===== src/rtl/sht_pkg.sv =====
package sht_pkg;

  typedef enum logic [1:0] {
    HD_IDLE   = 2'd0,
    HD_SETTLE = 2'd1,
    HD_ACTIVE = 2'd2,
    HD_HOLD   = 2'd3
  } head_state_e;

  // cycles in an interval of 'units' time units at a given scale exponent
  function automatic int unsigned sht_cycles(input int unsigned units,
                                             input int unsigned scale);
    return units << scale;
  endfunction

endpackage


===== src/rtl/sht_step_engine.sv =====
module sht_step_engine
  import sht_pkg::*;
#(
  parameter int UNIT_SHIFT = 1,
  parameter int RATE_W     = 2,
  parameter int NUM_W      = 8,
  parameter int CNT_W      = 12
) (
  input  logic              clk,
  input  logic              rst_n,
  input  logic [3:0]        step_rate,
  input  logic [RATE_W-1:0] rate_sel,
  input  logic              step_req,
  input  logic [NUM_W-1:0]  step_count,
  output logic              step_pulse,
  output logic              step_done,
  output logic              step_busy
);

  logic              busy_q, busy_d;
  logic [NUM_W-1:0]  left_q, left_d;
  logic [CNT_W-1:0]  wait_q, wait_d;
  logic [CNT_W-1:0]  per_q, per_d;
  logic              pulse_q, pulse_d;
  logic              done_q, done_d;
  logic [CNT_W-1:0]  period_now;
  logic [4:0]        units;

  assign units      = 5'd16 - {1'b0, step_rate};
  assign period_now = CNT_W'(sht_cycles(32'(units), UNIT_SHIFT + int'(rate_sel)));

  always_comb begin
    busy_d  = busy_q;
    left_d  = left_q;
    wait_d  = wait_q;
    per_d   = per_q;
    pulse_d = 1'b0;
    done_d  = 1'b0;
    if (!busy_q) begin
      if (step_req && (step_count != '0)) begin
        busy_d = 1'b1;
        left_d = step_count;
        wait_d = '0;
        per_d  = period_now;
      end
    end else if (wait_q == '0) begin
      if (left_q != '0) begin
        pulse_d = 1'b1;
        left_d  = left_q - 1'b1;
        wait_d  = per_q - 1'b1;
      end else begin
        done_d = 1'b1;
        busy_d = 1'b0;
      end
    end else begin
      wait_d = wait_q - 1'b1;
    end
  end

  always_ff @(posedge clk or negedge rst_n) begin
    if (!rst_n) begin
      busy_q  <= 1'b0;
      left_q  <= '0;
      wait_q  <= '0;
      per_q   <= '0;
      pulse_q <= 1'b0;
      done_q  <= 1'b0;
    end else begin
      busy_q  <= busy_d;
      left_q  <= left_d;
      wait_q  <= wait_d;
      per_q   <= per_d;
      pulse_q <= pulse_d;
      done_q  <= done_d;
    end
  end

  assign step_pulse = pulse_q;
  assign step_done  = done_q;
  assign step_busy  = busy_q;


  done_clears_busy_chk: assert property (@(posedge clk) disable iff (!rst_n)
    step_done |-> !step_busy);


  zero_count_ignored_chk: assert property (@(posedge clk) disable iff (!rst_n)
    (!step_busy && step_req && step_count == '0) |=> !step_busy && !step_pulse);


  pulse_inside_move_chk: assert property (@(posedge clk) disable iff (!rst_n)
    step_pulse |-> step_busy && !step_done);

endmodule


===== src/rtl/sht_head_engine.sv =====
module sht_head_engine
  import sht_pkg::*;
#(
  parameter int UNIT_SHIFT = 1,
  parameter int RATE_W     = 2,
  parameter int CNT_W      = 12
) (
  input  logic              clk,
  input  logic              rst_n,
  input  logic [3:0]        unload_time,
  input  logic [6:0]        load_time,
  input  logic [RATE_W-1:0] rate_sel,
  input  logic              rw_start,
  input  logic              rw_end,
  output logic              head_load,
  output logic              xfer_ready
);

  head_state_e      st_q, st_d;
  logic [CNT_W-1:0] tmr_q, tmr_d;
  logic [7:0]       hlt_units;
  logic [4:0]       hut_units;
  logic [CNT_W-1:0] hlt_cyc, hut_cyc;

  assign hlt_units = (load_time == '0) ? 8'd128 : {1'b0, load_time};
  assign hut_units = (unload_time == '0) ? 5'd16 : {1'b0, unload_time};
  assign hlt_cyc   = CNT_W'(sht_cycles(32'(hlt_units), UNIT_SHIFT + int'(rate_sel)));
  assign hut_cyc   = CNT_W'(sht_cycles(32'(hut_units), UNIT_SHIFT + int'(rate_sel)));

  always_comb begin
    st_d  = st_q;
    tmr_d = tmr_q;
    unique case (st_q)
      HD_IDLE: begin
        if (rw_start) begin
          st_d  = HD_SETTLE;
          tmr_d = hlt_cyc - 1'b1;
        end
      end
      HD_SETTLE: begin
        if (tmr_q == '0) st_d = HD_ACTIVE;
        else             tmr_d = tmr_q - 1'b1;
      end
      HD_ACTIVE: begin
        if (rw_end) begin
          st_d  = HD_HOLD;
          tmr_d = hut_cyc - 1'b1;
        end
      end
      HD_HOLD: begin
        if (rw_start)           st_d = HD_ACTIVE;
        else if (tmr_q == '0)   st_d = HD_IDLE;
        else                    tmr_d = tmr_q - 1'b1;
      end
      default: st_d = HD_IDLE;
    endcase
  end

  always_ff @(posedge clk or negedge rst_n) begin
    if (!rst_n) begin
      st_q  <= HD_IDLE;
      tmr_q <= '0;
    end else begin
      st_q  <= st_d;
      tmr_q <= tmr_d;
    end
  end

  assign head_load  = (st_q != HD_IDLE);
  assign xfer_ready = (st_q == HD_ACTIVE);


  ready_needs_head_chk: assert property (@(posedge clk) disable iff (!rst_n)
    xfer_ready |-> head_load);


  hold_restart_fast_chk: assert property (@(posedge clk) disable iff (!rst_n)
    (st_q == HD_HOLD && rw_start) |=> xfer_ready);


  fresh_load_waits_chk: assert property (@(posedge clk) disable iff (!rst_n)
    (!head_load && rw_start) |=> head_load && !xfer_ready);

endmodule


===== src/rtl/step_head_timer.sv =====
module step_head_timer #(
  parameter int UNIT_SHIFT = 1,
  parameter int RATE_W     = 2,
  parameter int NUM_W      = 8
) (
  input  logic              clk,
  input  logic              rst_n,
  input  logic [3:0]        step_rate,
  input  logic [3:0]        unload_time,
  input  logic [6:0]        load_time,
  input  logic [RATE_W-1:0] rate_sel,
  input  logic              step_req,
  input  logic [NUM_W-1:0]  step_count,
  input  logic              rw_start,
  input  logic              rw_end,
  output logic              step_pulse,
  output logic              step_done,
  output logic              step_busy,
  output logic              head_load,
  output logic              xfer_ready
);

  // widest interval: 128 units at the slowest rate
  localparam int MAX_SCALE = UNIT_SHIFT + (1 << RATE_W) - 1;
  localparam int CNT_W     = 8 + MAX_SCALE;

  logic [1:0] rst_sync_q;
  logic       rst_int_n;

  always_ff @(posedge clk or negedge rst_n) begin
    if (!rst_n) rst_sync_q <= 2'b00;
    else        rst_sync_q <= {rst_sync_q[0], 1'b1};
  end
  assign rst_int_n = rst_sync_q[1];

  sht_step_engine #(
    .UNIT_SHIFT(UNIT_SHIFT), .RATE_W(RATE_W), .NUM_W(NUM_W), .CNT_W(CNT_W)
  ) step_i (
    .clk(clk), .rst_n(rst_int_n), .step_rate(step_rate), .rate_sel(rate_sel),
    .step_req(step_req), .step_count(step_count),
    .step_pulse(step_pulse), .step_done(step_done), .step_busy(step_busy)
  );

  sht_head_engine #(
    .UNIT_SHIFT(UNIT_SHIFT), .RATE_W(RATE_W), .CNT_W(CNT_W)
  ) head_i (
    .clk(clk), .rst_n(rst_int_n), .unload_time(unload_time), .load_time(load_time),
    .rate_sel(rate_sel), .rw_start(rw_start), .rw_end(rw_end),
    .head_load(head_load), .xfer_ready(xfer_ready)
  );

endmodule


===== config.mk =====
export PLATFORM = sky130hd
export DESIGN_NAME = step_head_timer
export DESIGN_NICKNAME = d
export VERILOG_FILES = /design/src/rtl/sht_pkg.sv /design/src/rtl/sht_step_engine.sv /design/src/rtl/sht_head_engine.sv /design/src/rtl/step_head_timer.sv
export SDC_FILE = /design/constraint.sdc
export NUM_CORES = 1
export LEC_CHECK = 0
export BUFFER_PORTS_ARGS = -buffer_cell sky130_fd_sc_hd__buf_2
export CAP_MARGIN = 20
export CORE_UTILIZATION = 54
export DETAILED_ROUTE_END_ITERATION = 8
export PLACE_DENSITY = 0.77
export SLEW_MARGIN = 10
export SYNTH_ARGS = -nofsm -noshare
export SYNTH_HDL_FRONTEND = slang
export SYNTH_SLANG_ARGS = --single-unit
export TNS_END_PERCENT = 10

===== constraint.sdc =====
create_clock -name clk -period 1.5 [get_ports clk]
set_input_delay 0.225 -clock clk [delete_from_list [all_inputs] [get_ports clk]]
set_output_delay 0.225 -clock clk [all_outputs]
set_load 0.02 [all_outputs]

==> results.md, run 1 <==
* Status: finished, violations left
* Failing checks: negative setup slack
* RSZ-0062 raised after global routing: true
* Worst-path cell chain: nand2b_4 > inv_2 > mux2_4 > mux4_2 > a221o_1 > buf_6 > nor4b_4 > buf_4 > xnor2_2 > o21ai_1
* Syn. warnings at 0
* Setup crit end kind: flop
* Cell taking the most area after synthesis: dfrtp_1
* Remaining DRCs at 0
* Most numerous cell in the Yosys netlist: nand2_1
* GPL Wtd Cong at 0.939
* P&R area growth vs syn at 49.1%
* Final hold vios at 0
* Final setup violating endpoints at 38
* Setup CP Type: reg2reg
* Max VDD drop at 1090 uV
* WP data arrival at 2910 ps
* Min Tclk post-route at 2700 ps
* MaxCap Viol Count at 0
* Final worst setup slack at -1200 ps
* Vias post-DR at 4370
* Port Buf Inserts at 34
* Worst Setup Start Kind: flop
* Top cells by area, synth: dfrtp_1 35%, o21ai_0 6.0%, nand2_1 5.7%
* Post-Route WL at 12.4 mm
* Nets at 653
* Placed Instances at 684
* Final worst path period share at 1.80
* Crit-path slowest cell: mux4_2
* Multi-input gate area at 2590 um^2
* Max Root-Sink Buffers at 2
* Synth top area share at 0.346
* Synth Flop Type: dfrtp_1
* Total GRT Usage at 0.337
* CP max stage delay at 470 ps
* Sequential area share after synthesis at 0.346
* EDFF count, synth at 0
* Die X at 84.7 um
* Starting Density at 0.572
* Drt wl/cell at 17.8 um
* Clk_lat worst skew at 310 ps
* Final Power at 0.00697 W
* Initial DRC count at 234
* Setup WS pre-CTS at -1240 ps
* Yosys cell types at 62
* CP Max Fanout at 6
* Pleak at 2.54 nW
* Worst Tran Pin Value at 551 ps
* Crit path required time at 1700 ps
* DRT Pass-1 Iters at 5
* Mapped Area at 3690 um^2
* Global-route wire length before repair at 19.2 mm
* Max-slew violations at 0
* Detail Placement HPWL at 8.44 mm
* Num CTS Buffers at 5
* Initial antenna violation count at 0
* Pin count of the biggest net entering global routing at 50
* Worst-path clk slew at 100 ps
* Fmax at 370 MHz
* Flops & latches, synth at 51
* Die area at 7170 um^2
* Post-Syn Area per Cell at 8.21 um^2
* Cell Rows at 29
* CTS Sinks at 51
* Fill cell count at 384
* Non-filler instance count after layout at 696
* Root buf cell: clkbuf_8
* TritonCTS clock tree: done
* Layout cells sized above 1 at 0.423
* H-tree levels at 2
* N_diodes at 0
* FF+latch area at 1280 um^2
* Ys async rst share at 1.00
* Mapped Cells at 450
* Max-slew headroom at 0.631
* Die height at 84.7 um
* Syn_nets at 485
* Power density of the placed cells at 1270 nW/um^2
* Hold crit path type: in2reg
* Routed vias/inst at 6.28
* Setup tns final at -20950 ps
* Routed Antenna Nets at 0
* Final Skew at 8.83 ps
* Grt total ovfl at 0
* Top cells by count, synth: 56 x nand2_1, 51 x dfrtp_1, 44 x o21ai_0
* Vias in the first global route at 4264
* Core Box Area at 6460 um^2
* IO Pins at 35
## flip-flops by register name, summed over array words and instances, names as in the netlist
| signal | cells |
|---|---|
| step_i.step_pulse | 1 |
| rst_sync_q | 2 |
| step_i.wait_q | 12 |
| step_i.left_q | 8 |
| step_i.per_q | 12 |
| step_i.step_busy | 1 |
| head_i.tmr_q | 12 |
| step_i.step_done | 1 |
| head_i.st_q | 2 |
## routing by layer
metal  up-vias  share of wire  wire length [um]  global-route usage
li1       2014              -                 -                   -
met1      2128           0.38              4700               0.369
met2       180           0.53              6550               0.640
met3        48          0.048               592              0.0364
met4         0          0.045               556               0.173
met5         -              0                 0                   0
## stage by stage
step	instance area (um^2)	utilization	hold slack, ps
after floorplan	3770	-	-70.6
after global placement	5030	0.780	8.60
after detailed placement	5030	0.780	12.6
after CTS	5370	0.831	195
after global routing	5510	0.852	208
final	5510	0.852	191
## what timing repair did
item	4_1_cts	5_1_grt
setup buffers	1	2
setup endpoints to repair	44	43
cloned	0	0
hold buffers	1	0
gates resized for setup	48	26
endpoints found under the hold margin	2	0
pin swaps	18	7
## logic make-up (layout without fill, tap and decap cells)
logic type      count (synthesis)  after routing  synth area share
mux                            25             25            0.0851
simple gates                  185            185             0.257
fa+ha+maj                       5              5            0.0169
other cells                     1              1           0.00102
buf+inv                        43            212            0.0461
xor+xnor                        7              7            0.0166
flops                          51             51             0.346
compound gates                133            133             0.231
## cell usage in the layout, fill, tap and decap left out, types with 10 or more instances in the layout
master / instances
mux2i_1: 16
nor3_1: 10
buf_2: 33
o21ai_1: 11
buf_4: 141
nor2_1: 31
dfrtp_1: 50
o21ai_0: 32
nand2_1: 54
inv_1: 18
nand3_1: 18
a21oi_1: 20
## worst max-delay path: cells and delay by family (launching register included)
| kind | cells | cell delay, ps |
|---|---|---|
| mux | 2 | 760 |
| compound gates | 2 | 450 |
| simple gates | 2 | 430 |
| buf+inv | 3 | 430 |
| flops | 1 | 400 |
| xor+xnor | 1 | 110 |
## power by group
part / leakage [nW] / internal, W / switching [W]
registers: 0.621 / 0.00158 / 0.000198
clock network: 0.0581 / 0.000498 / 0.000500
logic: 1.86 / 0.00212 / 0.00207
total: 2.54 / 0.00420 / 0.00277
## final timing paths
| kind | start | endpoint | slack [ps] | depth (start not counted) |
|---|---|---|---|---|
| max | head_i.st_q[0]$_DFFE_PN0P_ | head_i.tmr_q[6]$_DFFE_PN0P_ | -1200 | 10 |
| min | step_count[1] | step_i.left_q[1]$_DFFE_PN0P_ | 190 | 3 |
| max reg2reg | head_i.st_q[0]$_DFFE_PN0P_ | head_i.tmr_q[6]$_DFFE_PN0P_ | -1200 | 10 |
| min reg2reg | rst_sync_q[1]$_DFF_PN0_ | head_i.st_q[0]$_DFFE_PN0P_ | 250 | 1 |
| max in group asynchronous | rst_sync_q[1]$_DFF_PN0_ | head_i.tmr_q[7]$_DFFE_PN0P_ | 990 | 1 |
| min in group asynchronous | rst_n | rst_sync_q[1]$_DFF_PN0_ | 230 | 2 |
## cell type report
cell class,instances,share of cell area
well taps,77,0.0175
clock buffers,5,0.0125
multi-input cells,356,0.470
clock inverters,3,0.00795
flip-flops and latches,51,0.232
repair buffers,184,0.246
inverters,20,0.0136
Note: power is estimated with default switching activity, not from simulation.
==> run 2: changes to the inputs <==
--- a/config.mk
+++ b/config.mk
@@ -7,9 +7,9 @@
 export LEC_CHECK = 0
 export BUFFER_PORTS_ARGS = -buffer_cell sky130_fd_sc_hd__buf_2
 export CAP_MARGIN = 20
-export CORE_UTILIZATION = 54
+export CORE_UTILIZATION = 45
 export DETAILED_ROUTE_END_ITERATION = 8
-export PLACE_DENSITY = 0.77
+export PLACE_DENSITY = 0.66
 export SLEW_MARGIN = 10
 export SYNTH_ARGS = -nofsm -noshare
 export SYNTH_HDL_FRONTEND = slang
==> results.md, run 2 (same netlist as run 1, synthesis figures left out) <==
* Pin count of the biggest net entering global routing at 50 (unchanged)
* Core Box Area at 7850 um^2 (+22%)
* Drt wl/cell at 16.2 um (-9.3%)
* Most frequent cells in the layout: 144 x buf_4, 53 x nand2_1, 49 x dfrtp_1
* Vias post-DR at 4228 (-3.2%)
* CP Max Fanout at 5 (-1)
* Clk_lat worst skew at 330 ps (+20 ps)
* MaxCap Viol Count at 0 (unchanged)
* Hold crit path type: in2async
* Setup CP Type: reg2reg
* Pint at 0.00416 W (-0.97%)
* Setup crit end kind: flop
* Final worst setup slack at -1120 ps (+79.3 ps)
* Nets at 662 (+1.4%)
* Die X at 92.6 um (+9.3%)
* Dpl cell area at 5150 um^2 (+2.3%)
* P&R area growth vs syn at 52.7%
* Biggest regs: head_i.tmr_q: 12 flops, step_i.per_q: 12 flops, step_i.wait_q: 12 flops
* GPL Wtd Cong at 0.939 (about the same)
* Max-slew violations at 0 (unchanged)
* Total GRT Usage at 0.290 (-0.0468)
* Max Root-Sink Buffers at 2 (unchanged)
* Power density of the placed cells at 1210 nW/um^2 (-4.5%)
* DRT Pass-1 Iters at 4 (-1)
* Final Power at 0.00681 W (-2.2%)
* Final setup violating endpoints at 37 (-2.6%)
* Final worst path period share at 1.75 (-0.0529)
* Routed vias/inst at 5.79 (-7.8%)
* Worst Tran Pin Value at 635 ps (+84.0 ps)
* Grt total ovfl at 0 (unchanged)
* TritonCTS clock tree: done
* Setup tns final at -19470 ps (+1480 ps)
* Layout cells sized above 1 at 0.435 (+0.0115)
* Remaining DRCs at 0 (unchanged)
* Initial antenna violation count at 0 (unchanged)
* Port Buf Inserts at 34 (unchanged)
* Non-filler instance count after layout at 730 (+4.9%)
* Placed Instances at 717 (+4.8%)
* Num CTS Buffers at 5 (unchanged)
* Initial DRC count at 171 (-27%)
* Vias in the first global route at 4307 (+1.0%)
* Root buf cell: clkbuf_8
* Reg power frac at 0.256 (about the same)
* Global-route wire length before repair at 19.8 mm (+2.9%)
* Max VDD drop at 1180 uV (+7.7%)
* Final Skew at 7.51 ps (-1.32 ps)
* Commonest non-fill, non-tap cell in the layout: buf_4
* IO Pins at 35 (unchanged)
* Cell Rows at 32 (+10%)
* Detail Placement HPWL at 8.79 mm (+4.2%)
* RSZ-0062 raised after global routing: true
* Worst Setup Start Kind: flop
* Worst-path clk slew at 110 ps (about the same)
* Post-Route WL at 11.8 mm (-4.9%)
* Starting Density at 0.471 (-0.101)
* Die height at 92.6 um (+9.3%)
* Final hold vios at 0 (unchanged)
* CTS Sinks at 51 (unchanged)
* Max-slew headroom at 0.573 (-0.0583)
* Psw at 0.00266 W (-4.2%)
* H-tree levels at 2 (unchanged)
* Status: finished, violations left
* Pleak at 2.58 nW (+1.6%)
* Post-route cell area at 5640 um^2 (+2.4%)
* Routed Antenna Nets at 0 (unchanged)
* Die area at 8570 um^2 (+20%)
* Clock Power Share at 0.156 (+0.013)
* Fmax at 381 MHz (+3.0%)
* Min Tclk post-route at 2620 ps (-79.3 ps)
* N_diodes at 0 (unchanged)
* Crit path required time at 1740 ps (+40 ps)
* Net Sw Frac at 0.390 (-0.00790)
* Failing checks: negative setup slack
* Comb power frac at 0.588 (-0.014)
* WP data arrival at 2860 ps (-50 ps)
run 2: power by group through the flow:
stage	clock, W	sequential [W]	combinational, W
after floorplan	0	0.00176	0.00194
after global placement	0	0.00175	0.00349
after detailed placement	0	0.00175	0.00356
after CTS	0.00108	0.00174	0.00382
after global routing	0.00112	0.00176	0.00434
final	0.00107	0.00174	0.00401
run 2: area by class of cell:
cell class | instances | area [um^2]
clock inverter | 3 | 46.3
tap | 102 | 128
timing repair buffer | 193 | 1470
clock buffer | 5 | 68.8
fill | 607 | 2210
inverter | 20 | 75.1
multi-input combinational | 356 | 2570
sequential | 51 | 1280
run 2: path summary, 6_finish.rpt:
check                                                endpoint  depth (start not counted)                       start  slack, ps
max in group asynchronous       step_i.wait_q[10]$_DFFE_PN0P_                          1     rst_sync_q[1]$_DFF_PN0_        990
worst max register to register    head_i.tmr_q[9]$_DFFE_PN0P_                          8  head_i.st_q[0]$_DFFE_PN0P_      -1120
min in group clk                 step_i.left_q[1]$_DFFE_PN0P_                          3               step_count[1]        200
worst max-delay path              head_i.tmr_q[9]$_DFFE_PN0P_                          8  head_i.st_q[0]$_DFFE_PN0P_      -1120
worst min register to register    head_i.tmr_q[5]$_DFFE_PN0P_                          1     rst_sync_q[1]$_DFF_PN0_        250
worst min-delay path                  rst_sync_q[1]$_DFF_PN0_                          2                       rst_n        200
run 2: critical path, cell delays in order, from the launching register on:
cell	delay (ps)
dfrtp_1	400
nand2b_4	190
inv_2	80
mux2_4	290
mux4_2	470
a221o_1	360
or2_4	260
o31a_1	300
o31ai_1	190
run 2: per-layer routing:
metal,vias to the layer above,wire (um),GRT usage
li1,2031,-,-
met1,2038,4770,0.341
met2,123,6170,0.528
met3,36,486,0.0304
met4,0,368,0.130
met5,-,0,0
run 2: timing repair:
| action | in CTS | in global routing |
|---|---|---|
| pin swaps | 17 | 12 |
| setup endpoints to repair | 46 | 45 |
| hold buffers | 1 | 0 |
| buffers inserted | 3 | 1 |
| gates resized for setup | 54 | 37 |
| endpoints found under the hold margin | 2 | 0 |
run 2: stage by stage:
| step | setup WS (ps) | hold slack, ps | util |
|---|---|---|---|
| 2_1_floorplan | -1140 | -70.6 | - |
| 3_3_place_gp | -1080 | 11.1 | 0.656 |
| 3_5_place_dp | -1180 | 11.6 | 0.656 |
| 4_1_cts | -1140 | 186 | 0.702 |
| 5_1_grt | -1200 | 202 | 0.718 |
| 6_report | -1120 | 195 | 0.718 |
==> run 3: changes to the inputs <==
--- a/config.mk
+++ b/config.mk
@@ -7,8 +7,10 @@
 export LEC_CHECK = 0
 export BUFFER_PORTS_ARGS = -buffer_cell sky130_fd_sc_hd__buf_2
 export CAP_MARGIN = 20
+export CORE_ASPECT_RATIO = 0.6
 export CORE_UTILIZATION = 45
 export DETAILED_ROUTE_END_ITERATION = 8
+export GPL_TIMING_DRIVEN = 0
 export PLACE_DENSITY = 0.66
 export SLEW_MARGIN = 10
 export SYNTH_ARGS = -nofsm -noshare
==> results.md, run 3 (same netlist as run 1, synthesis figures left out) <==
* Status: finished, violations left
* Failing checks: negative setup slack
* Total GRT Usage at 0.282 (-0.00775)
* RSZ-0062 raised after global routing: true
* Global-route wire length before repair at 18.9 mm (-4.7%)
* Worst Setup Start Kind: flop
* N_diodes at 0 (unchanged)
* Vias post-DR at 3898 (-7.8%)
* Setup WS pre-CTS at -1730 ps (-558 ps)
* GPL Wtd Cong at 0.984 (+4.7%)
* MaxCap Viol Count at 0 (unchanged)
* Max-slew headroom at 0.513 (-0.0594)
* Vias in the first global route at 3625 (-16%)
* Min Tclk post-route at 2780 ps (+154 ps)
* Drt wl/cell at 18.5 um (+14%)
* Grt total ovfl at 0 (unchanged)
* CP Max Fanout at 7 (+2)
* Detail Placement HPWL at 8.18 mm (-7.0%)
* WP data arrival at 2970 ps (+110 ps)
* Routed Antenna Nets at 0 (unchanged)
* Hold crit path type: reg2async
* TritonCTS clock tree: done
* Die height at 72.2 um (-22%)
* Die area at 8580 um^2 (+0.14%)
* Root buf cell: clkbuf_16
* Final worst setup slack at -1280 ps (-154 ps)
* Die X at 119 um (+28%)
* Worst-path clk slew at 70 ps (-40 ps)
* Final hold vios at 0 (unchanged)
* Fmax at 360 MHz (-5.5%)
* Setup CP Type: reg2reg
* Cell Rows at 25 (-22%)
* Initial antenna violation count at 0 (unchanged)
* Pleak at 2.01 nW (-22%)
* Commonest non-fill, non-tap cell in the layout: nand2_1
* Max VDD drop at 783 uV (-34%)
* Initial DRC count at 334 (+95%)
* P&R area growth vs syn at 28.8%
* Final Skew at 5.62 ps (-1.89 ps)
* Nets at 541 (-18%)
* Setup crit end kind: flop
* Pin count of the biggest net entering global routing at 34 (-32%)
* CTS Sinks at 51 (unchanged)
* Final worst path period share at 1.85 (+0.103)
* Layout cells sized above 1 at 0.298 (-0.137)
* Crit path required time at 1690 ps (-50 ps)
* H-tree levels at 2 (unchanged)
* Final setup violating endpoints at 45 (+22%)
* Core Box Area at 7910 um^2 (+0.84%)
* Most frequent cells in the layout: 51 x nand2_1, 41 x dfrtp_1, 34 x buf_2
* IO Pins at 35 (unchanged)
* Clk_lat worst skew at 300 ps (-30 ps)
* Remaining DRCs at 0 (unchanged)
* DRT Pass-1 Iters at 5 (+1)
* Dpl cell area at 4100 um^2 (-20%)
* Num CTS Buffers at 5 (unchanged)
* Biggest regs: head_i.tmr_q: 12 flops, step_i.per_q: 12 flops, step_i.wait_q: 12 flops
* Worst Tran Pin Value at 730 ps (+95.0 ps)
* Post-route cell area at 4760 um^2 (-16%)
* Starting Density at 0.467 (-0.00394)
* Power density of the placed cells at 1350 nW/um^2 (+11%)
* Port Buf Inserts at 34 (unchanged)
* Routed vias/inst at 6.34 (+9.4%)
* Max Root-Sink Buffers at 2 (unchanged)
* Reg2Reg Depth at 10 (+2)
* Max-slew violations at 0 (unchanged)
* Post-Route WL at 11.4 mm (-3.7%)
run 3: changes by cell type in the layout (fill, tap and decap cells not counted), sizes merged:
cell	change
bufinv	-1
inv	-1
buf	-133
clkbuf	+14
run 3: final timing paths:
path	start	endpoint	slack, ps
setup reg to reg	head_i.st_q[0]$_DFFE_PN0P_	head_i.tmr_q[7]$_DFFE_PN0P_	-1280
setup / recovery	head_i.st_q[0]$_DFFE_PN0P_	head_i.tmr_q[7]$_DFFE_PN0P_	-1280
max in group asynchronous	rst_sync_q[1]$_DFF_PN0_	step_i.wait_q[10]$_DFFE_PN0P_	760
min in group clk	step_count[1]	step_i.left_q[1]$_DFFE_PN0P_	220
hold reg to reg	rst_sync_q[1]$_DFF_PN0_	step_i.left_q[2]$_DFFE_PN0P_	210
hold / removal	rst_sync_q[1]$_DFF_PN0_	step_i.left_q[2]$_DFFE_PN0P_	210
run 3: what timing repair did:
item                                   CTS  global route
buffers inserted                        12             1
endpoints found under the hold margin    2             0
hold buffers                             1             0
setup endpoints to repair               51            50
pin swaps                               12             8
resized for setup                       79            42
gates cloned                             0             0
run 3: report_power, final:
group	internal (W)	total, W	switching (W)
registers	0.00158	0.00181	0.000231
logic	0.00149	0.00335	0.00186
clock network	0.000711	0.00124	0.000528
total	0.00378	0.00640	0.00262
run 3: cell type report:
class	instances	area (um^2)
plain buffers	23	235
repair buffers	49	308
flip-flops and latches	51	1290
clock inverters	1	7.51
well taps	108	135
fillers	699	3160
multi-input cells	356	2550
clock buffers	7	153
inverters	20	75.1
run 3: stage by stage:
step	utilization	total power [W]	hold WS, ps	instances	TNS (ps)
floorplan	-	0.00370	-70.6	450	-25440
global placement	0.515	0.00429	9.95	592	-81900
detailed placement	0.518	0.00437	11.2	593	-49580
CTS	0.588	0.00621	214	614	-25740
global route	0.601	0.00672	242	615	-30620
finish	0.601	0.00640	207	615	-25500
run 3: critical path, stage by stage, from the launching register on:
cell	delay, ps
dfrtp_2	440
nand2b_4	170
buf_8	140
mux2_4	310
mux4_2	490
a221o_1	370
buf_6	140
buf_4	140
nor2_4	110
a21oi_1	90
o31ai_2	250
run 3: per-layer routing:
layer / track usage / up-vias / part of all wire / routed length (um)
met5: 0 / - / 0 / 0
met4: 0.0886 / 0 / 0.015 / 169
met3: 0.0629 / 17 / 0.092 / 1050
li1: - / 1792 / - / -
met2: 0.386 / 198 / 0.40 / 4550
met1: 0.436 / 1891 / 0.49 / 5600
